### src/rtl/icap_pkg.sv
package icap_pkg;
   localparam int unsigned PS_W = 3;

   typedef enum logic [1:0] {
      IRQ_BOTH     = 2'b00,
      IRQ_BOTH_ALT = 2'b01,
      IRQ_CAP_ONLY = 2'b10,
      IRQ_REL_ONLY = 2'b11
   } irq_sel_e;

   typedef struct packed {
      irq_sel_e        irq_sel;
      logic [PS_W-1:0] ps_exp;
      logic            falling;
      logic            restart;
      logic            enable;
   } ctrl_t;

   localparam int unsigned CTRL_W = $bits(ctrl_t);
endpackage

### src/rtl/icap_edge_sync.sv
module icap_edge_sync #(
   parameter int unsigned STAGES = 2
) (
   input  logic clk,
   input  logic rst_n,
   input  logic pin,
   input  logic falling,
   output logic edge_o
);
   if (STAGES < 2) begin : g_bad_stages
      $error("icap_edge_sync: STAGES must be at least 2");
   end

   logic [STAGES:0] chain_q;
   logic            synced;
   logic            prev;

   always_ff @(posedge clk or negedge rst_n) begin
      if (!rst_n) chain_q <= '0;
      else        chain_q <= {chain_q[STAGES-1:0], pin};
   end

   assign synced = chain_q[STAGES-1];
   assign prev   = chain_q[STAGES];
   assign edge_o = falling ? (prev & ~synced) : (~prev & synced);

   p_single_edge_r12: assert property (@(posedge clk) disable iff (!rst_n)
      edge_o |=> !edge_o)
      else $error("R12: edge seen on consecutive clocks");
endmodule

### src/rtl/icap_prescaler.sv
module icap_prescaler #(
   parameter int unsigned EXP_W = 3
) (
   input  logic             clk,
   input  logic             rst_n,
   input  logic             run,
   input  logic [EXP_W-1:0] exp_sel,
   output logic             tick
);
   localparam int unsigned DIV_W = (1 << EXP_W) - 1;

   if (EXP_W == 0) begin : g_no_div
      assign tick = run;
   end else begin : g_div
      logic [DIV_W-1:0] div_q;
      logic [DIV_W-1:0] mask;

      assign mask = (DIV_W'(1) << exp_sel) - DIV_W'(1);
      assign tick = run && ((div_q & mask) == mask);

      always_ff @(posedge clk or negedge rst_n) begin
         if (!rst_n)    div_q <= '0;
         else if (!run) div_q <= '0;
         else           div_q <= div_q + DIV_W'(1);
      end

      p_zero_exp_ticks_r3: assert property (@(posedge clk) disable iff (!rst_n)
         (run && $past(run) && exp_sel == '0) |-> tick)
         else $error("R3: divide-by-one missed a tick");
   end
endmodule

### src/rtl/icap_core.sv
module icap_core
   import icap_pkg::*;
#(
   parameter int unsigned CNT_W = 16
) (
   input  logic             clk,
   input  logic             rst_n,
   input  logic             en,
   input  logic             restart,
   input  irq_sel_e         irq_sel,
   input  logic             tick,
   input  logic             cap_edge,
   input  logic             cnt_we,
   input  logic             cap_we,
   input  logic [CNT_W-1:0] wdata,
   input  logic [CNT_W-1:0] reload,
   output logic [CNT_W-1:0] count_q,
   output logic [CNT_W-1:0] capture_q,
   output logic             flag_q,
   output logic             irq_q
);
   localparam logic [CNT_W-1:0] ONE = CNT_W'(1);

   logic cap_evt;
   logic match;
   logic rel_evt;

   assign cap_evt = en && cap_edge;
   assign match   = tick && (count_q == reload);
   assign rel_evt = match && !cap_evt;

   always_ff @(posedge clk or negedge rst_n) begin
      if (!rst_n) begin
         count_q   <= '0;
         capture_q <= '0;
         flag_q    <= 1'b0;
         irq_q     <= 1'b0;
      end else begin
         irq_q <= (cap_evt && irq_sel != IRQ_REL_ONLY) ||
                  (rel_evt && irq_sel != IRQ_CAP_ONLY);

         if (cap_evt)      flag_q <= 1'b1;
         else if (rel_evt) flag_q <= 1'b0;

         if (cnt_we)                              count_q <= wdata;
         else if ((cap_evt && restart) || match) count_q <= ONE;
         else if (tick)                           count_q <= count_q + ONE;

         if (cap_we)       capture_q <= wdata;
         else if (cap_evt) capture_q <= count_q;
      end
   end

   p_hold_when_off_r2: assert property (@(posedge clk) disable iff (!rst_n)
      (!en && !cnt_we) |=> $stable(count_q))
      else $error("R2: count moved while disabled");

   p_restart_one_r6: assert property (@(posedge clk) disable iff (!rst_n)
      (cap_evt && restart && !cnt_we) |=> (count_q == ONE))
      else $error("R6: restart did not load 0001h");

   p_reload_one_r7: assert property (@(posedge clk) disable iff (!rst_n)
      (rel_evt && !cnt_we) |=> (count_q == ONE))
      else $error("R7: reload did not load 0001h");

   p_flag_set_r8: assert property (@(posedge clk) disable iff (!rst_n)
      cap_evt |=> flag_q)
      else $error("R8: flag not set by capture");

   p_flag_clr_r8: assert property (@(posedge clk) disable iff (!rst_n)
      rel_evt |=> !flag_q)
      else $error("R8: flag not cleared by reload");

   p_irq_source_r10: assert property (@(posedge clk) disable iff (!rst_n)
      irq_q |-> $past(cap_evt || rel_evt))
      else $error("R10: interrupt without an event");

   p_cap_priority_r11: assert property (@(posedge clk) disable iff (!rst_n)
      (cap_evt && match) |=> flag_q)
      else $error("R11: coincident reload overrode capture");
endmodule

### src/rtl/icap_timer.sv
module icap_timer
   import icap_pkg::*;
#(
   parameter int unsigned CNT_W       = 16,
   parameter int unsigned SYNC_STAGES = 2
) (
   input  logic             clk,
   input  logic             rst_n,
   input  logic [1:0]       reg_addr,
   input  logic             reg_wr,
   input  logic [CNT_W-1:0] reg_wdata,
   output logic [CNT_W-1:0] reg_rdata,
   input  logic             tmr_in,
   output logic             irq
);
   localparam logic [1:0] A_CTRL = 2'd0;
   localparam logic [1:0] A_CNT  = 2'd1;
   localparam logic [1:0] A_CMP  = 2'd2;
   localparam logic [1:0] A_CAP  = 2'd3;

   if (CNT_W < CTRL_W + 1) begin : g_bad_width
      $error("icap_timer: CNT_W too narrow for control read-back");
   end

   ctrl_t            ctrl_q;
   logic [CNT_W-1:0] reload_q;
   logic [CNT_W-1:0] count;
   logic [CNT_W-1:0] capture;
   logic             flag;
   logic             tick;
   logic             cap_edge;

   always_ff @(posedge clk or negedge rst_n) begin
      if (!rst_n) begin
         ctrl_q   <= '0;
         reload_q <= '0;
      end else if (reg_wr) begin
         if (reg_addr == A_CTRL) ctrl_q   <= ctrl_t'(reg_wdata[CTRL_W-1:0]);
         if (reg_addr == A_CMP)  reload_q <= reg_wdata;
      end
   end

   icap_edge_sync #(.STAGES(SYNC_STAGES)) u_sync (
      .clk     (clk),
      .rst_n   (rst_n),
      .pin     (tmr_in),
      .falling (ctrl_q.falling),
      .edge_o  (cap_edge)
   );

   icap_prescaler #(.EXP_W(PS_W)) u_presc (
      .clk     (clk),
      .rst_n   (rst_n),
      .run     (ctrl_q.enable),
      .exp_sel (ctrl_q.ps_exp),
      .tick    (tick)
   );

   icap_core #(.CNT_W(CNT_W)) u_core (
      .clk       (clk),
      .rst_n     (rst_n),
      .en        (ctrl_q.enable),
      .restart   (ctrl_q.restart),
      .irq_sel   (ctrl_q.irq_sel),
      .tick      (tick),
      .cap_edge  (cap_edge),
      .cnt_we    (reg_wr && reg_addr == A_CNT),
      .cap_we    (reg_wr && reg_addr == A_CAP),
      .wdata     (reg_wdata),
      .reload    (reload_q),
      .count_q   (count),
      .capture_q (capture),
      .flag_q    (flag),
      .irq_q     (irq)
   );

   always_comb begin
      unique case (reg_addr)
         A_CTRL:  reg_rdata = CNT_W'({flag, ctrl_q});
         A_CNT:   reg_rdata = count;
         A_CMP:   reg_rdata = reload_q;
         default: reg_rdata = capture;
      endcase
   end

   p_no_irq_off_r2: assert property (@(posedge clk) disable iff (!rst_n)
      (!ctrl_q.enable && !$past(ctrl_q.enable)) |-> !irq)
      else $error("R2: interrupt while disabled");
endmodule

### config.mk
export PLATFORM = sky130hd
export DESIGN_NAME = icap_timer
export DESIGN_NICKNAME = d
export VERILOG_FILES = /design/src/rtl/icap_pkg.sv /design/src/rtl/icap_edge_sync.sv /design/src/rtl/icap_prescaler.sv /design/src/rtl/icap_core.sv /design/src/rtl/icap_timer.sv
export SDC_FILE = /design/constraint.sdc
export NUM_CORES = 1
export LEC_CHECK = 0
export BUFFER_PORTS_ARGS = -buffer_cell sky130_fd_sc_hd__buf_4
export CORE_MARGIN = 10
export CORE_UTILIZATION = 64
export DETAILED_ROUTE_END_ITERATION = 7
export PLACE_DENSITY_LB_ADDON = 0.3
export SETUP_SLACK_MARGIN = 0.15
export SKIP_LAST_GASP = 1
export SLEW_MARGIN = 20
export SYNTH_ARGS = -nofsm -noshare
export SYNTH_HDL_FRONTEND = slang
export SYNTH_SLANG_ARGS = --single-unit
### constraint.sdc
create_clock -name clk -period 6.33 [get_ports clk]
set_clock_uncertainty 0.05 [all_clocks]
set_input_delay 1.266 -clock clk [delete_from_list [all_inputs] [get_ports clk]]
set_output_delay 1.266 -clock clk [all_outputs]
set_load 0.005 [all_outputs]
==> run summary, run 1 <==
Outcome - finished, final reports clean
DRT antenna net count - 0
CP top delay family - simple AND/OR/NAND/NOR gates
VDD IR max - 0.0002079 V
Core Region - 5956 µm²
DP Worst Slack - 2.568 ns
Via count of the first global-routing pass - 3,077
Initial Util - 66.01%
Leak - 1.935 nW
PnR worst setup slack - 2.525 ns
Skew-Pair Late Insertion Delay - 0.35 ns
Cell area after synthesis - 3931 µm²
Num CTS Buffers - 9
Initial antenna violation count - 0
Largest cells by area after synthesis - dfrtp_1, mux2_2, mux4_2
Setup TNS - 0 ns
First-pass GRT wire length - 15,560 µm
Peak per-stage delay on the critical path - 0.56 ns
Ant. Diodes - 0
Worst Path Arrival - 2.49 ns
Nets - 419
Post-synthesis cell type count - 53
Number of synthesized flops with an enable pin - 0
Nature of the critical path endpoint - output pin
Max-cap violation count - 0
Hold Fails Final Rpt - 0
Slew HR - 34.88%
Area share of the largest cell type after synthesis - 43.28%
Internal power - 0.9191 mW
CTS tree - done
Die Span Y - 98.38 µm
Max Fclk - 262.8 MHz
Hold buffers post-CTS - 0
DP Cell Count - 458
Sequential fraction of design power - 45.4%
Die X - 98.38 µm
Die area - 9678 µm²
Largest area contributor in the netlist - dfrtp_1
Post-CTS Setup Inserts - 0
GRT Residual Overflow - 0
Hold WC Path Type - reg -> reg
Non-filler cells, final - 474
Post-Syn Nets - 395
Max clock buf depth - 2
Worst path slowest cell - nor2b_1
Worst-path clk slew - 0.07 ns
Net Sw Power - 0.4156 mW
Tmin final - 3.805 ns
RePlAce Congestion - 0.8881
Crit-path cells - buf_4, nor2b_1, a22o_1, buf_4
Ys Warns - 0
Row cnt - 28
Detailed router's first-iteration violation count - 273
WP data required - 5.01 ns
Clk sinks - 68
Area delta synth->final - 12.22%
Pins Over Slew Limit - 0
Final instance area - 4412 µm²
Fillers - 417
Routed vias/inst - 6.365
Most used cell, CP - buf_4
Crit path buffers/inverters - 2
Sw Share - 31.14%
Cell Area, Placed - 4195 µm²
Actual transition at the worst max-transition pin - 0.9739 ns
#FFs+latches synth - 68
Hold_ws - 0.3014 ns
Critical path fanouts, max - 21
Routed vias - 3,017
Critical path type - in -> out
DR DRC count - 0
Final Cycle Share - 60.10%
Dominant synthesized flop cell - dfrtp_1
Mapped Cells - 370
WL/cell - 19.57 µm
Port Buf Inserts - 38
Largest net degree at the start of global routing - 69
Multi-input logic area - 2071 µm²
Share of the yosys chip area belonging to registers - 43.28%
DRT Pass-1 Iters - 5
Startpoint types - input pin
Hpwl dp - 6250 µm
Power per cell area - 302.5 nW/µm²
Share of layout cells above drive strength 1 - 26.32%
RSZ-0062 raised after global routing - no
Number of H-tree levels - 3
Final setup fails - 0
Logic pwr share - 24.9%
Root Buffer - clkbuf_8
Clock power share - 29.7%
Seq. cell area - 1702 µm²
Fin util - 74.08%
CTS resizes - 0
Fraction of registers with async set/reset - 100.0%
Power Total - 1.335 mW
Post-Syn Area per Cell - 10.63 µm²
Final wirelength - 9278 µm
Num ports - 39
All-Layer GR Usage - 19.23%
## kinds of logic (layout without fill, tap and decap cells)
family	count (synthesis)	count (layout)	share of synthesized area (%)
multiplexers	53	53	17.25
AND/OR/NAND/NOR	99	99	13.30
XOR/XNOR	22	22	5.093
buffers and inverters	34	63	4.169
adder cells (fa/ha/maj)	3	3	0.9549
flip-flops	68	68	43.28
AO/OA/AOI/OAI	91	91	15.95
## registers in the layout, summed over array words and instances, names as in the netlist
name / count
u_core.irq_q: 1
u_core.flag_q: 1
u_sync.chain_q: 3
u_core.capture_q: 16
u_presc.g_div.div_q: 7
ctrl_q: 8
reload_q: 16
u_core.count_q: 16
## power groups by stage
stage / registers, mW / clock network (mW) / logic (mW)
CTS: 0.604 / 0.395 / 0.335
global placement: 0.606 / 0 / 0.319
global route: 0.619 / 0.413 / 0.368
floorplan: 0.575 / 0 / 0.251
detailed placement: 0.612 / 0 / 0.330
finish: 0.606 / 0.397 / 0.332
## cell usage after synthesis, types with 2 or more instances
| cell type | count |
|---|---|
| and4_1 | 2 |
| a221o_1 | 2 |
| o211ai_1 | 2 |
| o21ai_1 | 8 |
| mux2_2 | 28 |
| nor3_2 | 2 |
| nand4_1 | 5 |
| o221ai_1 | 5 |
| a22o_1 | 8 |
| clkbuf_1 | 11 |
| nand3_1 | 10 |
| xnor2_1 | 19 |
| nor2_1 | 10 |
| buf_2 | 11 |
| a2bb2oi_1 | 6 |
| and2_1 | 4 |
| a22oi_1 | 6 |
| nor2b_1 | 6 |
| a31oi_1 | 6 |
| buf_1 | 3 |
| nor3_1 | 2 |
| a21oi_1 | 12 |
| ha_1 | 3 |
| mux2i_1 | 16 |
| dfrtp_1 | 68 |
| xor2_1 | 2 |
| o211a_1 | 2 |
| buf_6 | 3 |
| nand2_1 | 40 |
| o2bb2a_1 | 5 |
| inv_1 | 6 |
| mux4_2 | 9 |
| o21ai_0 | 23 |
| nor3b_1 | 2 |
| and3_1 | 5 |
## per-layer routing
layer | share of wire [%] | GRT usage (%)
met2 | 47 | 29.70
met5 | 0 | 0
met1 | 47 | 26.61
met3 | 4.9 | 3.171
met4 | 1.5 | 6.615
## path summary, 6_finish.rpt
| check | startpoint | end | slack [ns] | cells after the start |
|---|---|---|---|---|
| min in group asynchronous | rst_n | u_presc.g_div.div_q[5] | 0.98 | 1 |
| min reg2reg | u_sync.chain_q[0] | u_sync.chain_q[1] | 0.30 | 0 |
| max | reg_addr[0] | reg_rdata[12] | 2.53 | 4 |
| max in group asynchronous | rst_n | u_core.count_q[11] | 4.69 | 1 |
| max reg2reg | ctrl_q[5] | u_core.count_q[9] | 3.20 | 9 |
| min | u_sync.chain_q[0] | u_sync.chain_q[1] | 0.30 | 0 |
## final cells by class
class                   count  share of cell area [%]
well taps                  75                   2.127
clock inverters             7                   2.070
multi-input cells         268                   46.94
flip-flops and latches     68                   38.57
clock buffers               9                   2.808
repair buffers             41                   6.977
inverters                   6                  0.5105
## cells in the final DEF (no fill, tap or decap), types with 2 or more instances in the layout
cell,count
dfrtp_1,68
buf_4,41
nand2_1,40
mux2_2,28
o21ai_0,23
xnor2_1,19
mux2i_1,16
a21oi_1,12
nor2_1,10
nand3_1,10
mux4_2,9
clkbuf_8,9
a22o_1,8
o21ai_1,7
inv_1,6
nor2b_1,6
a22oi_1,6
a31oi_1,6
a2bb2oi_1,6
nand4_1,5
o221ai_1,5
o2bb2a_1,5
and3_1,4
and2_1,4
ha_1,3
clkinv_2,3
nor3_2,2
xor2_1,2
nor3b_1,2
and4_1,2
o211ai_1,2
o211a_1,2
a221o_1,2
nor3_1,2
bufinv_16,2
No activity file was read; power rests on OpenSTA's default activity.
==> run 2, diff against run 1 <==
Settings changed: CORE_UTILIZATION 64 to 54.
Clock period 6.33 ns to 3.1 ns, I/O delays scaled along.
==> run 2 against run 1 <==
Critical path depth increased by 6. Count of clock-buffer cells in the layout grew 4. Register-to-register slack worse by 2.7 ns. Total power increased by 93%. Sequential power up 100%. Cell area grew 0.45%. Core utilization fell by 12 points. Non-clock buffer count increased by 5. Final cell count is 5.9% higher. Via count is 0.43% higher. Die area increased by 15%.
==> run summary, run 2 (synthesis gave the netlist of run 1 again) <==
Outcome - finished, final reports clean
Detailed router's first-iteration violation count - 189
Reg2reg start - ctrl_q[5]
Worst Reg2Reg Path Length in Cells - 10
Actual transition at the worst max-transition pin - 0.8844 ns
CTS resizes - 0
Worst Path Arrival - 2.74 ns
Non-filler cells, final - 502
Slew HR - 41.04%
Nature of the critical path endpoint - flip-flop
RSZ-0062 raised after global routing - no
DRT Pass-1 Iters - 4
Final instance area - 4432 µm²
Setup TNS - 0 ns
CTS tree - done
WL/cell - 19.00 µm
Crit path depth - 10
Port Buf Inserts - 38
Crit path launch - ctrl_q[5]
Via count of the first global-routing pass - 3,102
Crit-path cells - nor3_2, inv_1, ha_1, nor2_1, a21boi_0, o21ai_0, nand3_1, buf_4, nand2_1, a2bb2oi_1
Peak per-stage delay on the critical path - 0.46 ns
First-pass GRT wire length - 16,130 µm
Nets - 424
Row cnt - 31
DP Worst Slack - 0.5414 ns
Crit path buffers/inverters - 2
Routed vias - 3,030
Initial antenna violation count - 0
CP top delay family - simple AND/OR/NAND/NOR gates
Ant. Diodes - 0
WP data required - 3.28 ns
DRT antenna net count - 0
Number of H-tree levels - 3
Fillers - 626
Most frequent cells in the layout - dfrtp_1, buf_4, nand2_1, mux2_2, o21ai_0
All-Layer GR Usage - 17.69%
PnR worst setup slack - 0.5405 ns
Leak - 1.940 nW
Die area - 11,090 µm²
Final setup fails - 0
Worst path slowest cell - dfrtp_1
Num ports - 39
Power per cell area - 580.6 nW/µm²
Hold WC Path Type - reg -> reg
Initial Util - 54.79%
Worst-path clk slew - 0.07 ns
DP Cell Count - 487
Final wirelength - 9537 µm
Max clock buf depth - 2
Hold Fails Final Rpt - 0
Root Buffer - clkbuf_8
Routed vias/inst - 6.036
Num CTS Buffers - 9
Skew-Pair Late Insertion Delay - 0.35 ns
Fin util - 61.76%
Critical path type - reg -> reg
Hold_ws - 0.3129 ns
Largest registers - reload_q: 16 flops, u_core.capture_q: 16 flops, u_core.count_q: 16 flops
Clk sinks - 68
RePlAce Congestion - 0.8489
Tmin final - 2.559 ns
Commonest non-fill, non-tap cell in the layout - dfrtp_1
Flop-to-flop setup slack - 0.54 ns
Power Total - 2.573 mW
Area delta synth->final - 12.73%
Die X - 105.3 µm
Share of layout cells above drive strength 1 - 26.30%
FF-to-FF End - u_core.count_q[8]
Hpwl dp - 6617 µm
Die Span Y - 105.3 µm
Core Region - 7176 µm²
Hold buffers post-CTS - 0
Cell Area, Placed - 4263 µm²
DR DRC count - 0
GRT Residual Overflow - 0
Critical path fanouts, max - 23
Crit path capture - u_core.count_q[8]
Final Cycle Share - 82.56%
Largest net degree at the start of global routing - 69
Post-CTS Setup Inserts - 0
Pins Over Slew Limit - 0
Max Fclk - 390.7 MHz
Max-cap violation count - 0
VDD IR max - 0.0004296 V
Startpoint types - flip-flop
-- run 2: cell count changes in the layout (fill, tap and decap cells not counted), sizes merged --
cell	delta
bufinv	-2
clkbuf	+4
clkinv	-2
clkinvlp	-1
buf	+5
-- run 2: where the power goes --
group,internal [mW],switching (mW)
clock network,0.328,0.323
registers,1.05,0.189
logic,0.377,0.305
-- run 2: worst min-delay path by stage --
| stage | start | endpoint | slack (ns) | cells past startpoint |
|---|---|---|---|---|
| 2_1_floorplan | rst_n | ctrl_q[0] | 0.27 | 0 |
| 6_report | u_sync.chain_q[0] | u_sync.chain_q[1] | 0.31 | 0 |
| 5_1_grt | u_sync.chain_q[0] | u_sync.chain_q[1] | 0.33 | 0 |
| 3_3_place_gp | u_sync.chain_q[0] | u_sync.chain_q[1] | 0.28 | 0 |
| 3_5_place_dp | u_sync.chain_q[0] | u_sync.chain_q[1] | 0.30 | 0 |
| 4_1_cts | u_sync.chain_q[0] | u_sync.chain_q[1] | 0.31 | 0 |
-- run 2: area by class of cell --
type	count	area [µm²]	area share (%)
Clock buffer	13	158.9	3.586
Clock inverter	2	10.01	0.2259
Inverter	6	22.52	0.5082
Multi-Input combinational cell	268	2069	46.70
Sequential cell	68	1702	38.40
Tap cell	99	123.9	2.795
Timing Repair Buffer	46	345.3	7.792
-- run 2: routing by layer --
metal	track usage [%]	part of all wire (%)	routed length, µm
met1	22.06	42	4042
met2	29.82	51	4861
met3	3.228	5.1	484
met4	6.667	1.6	150
met5	0	0	0
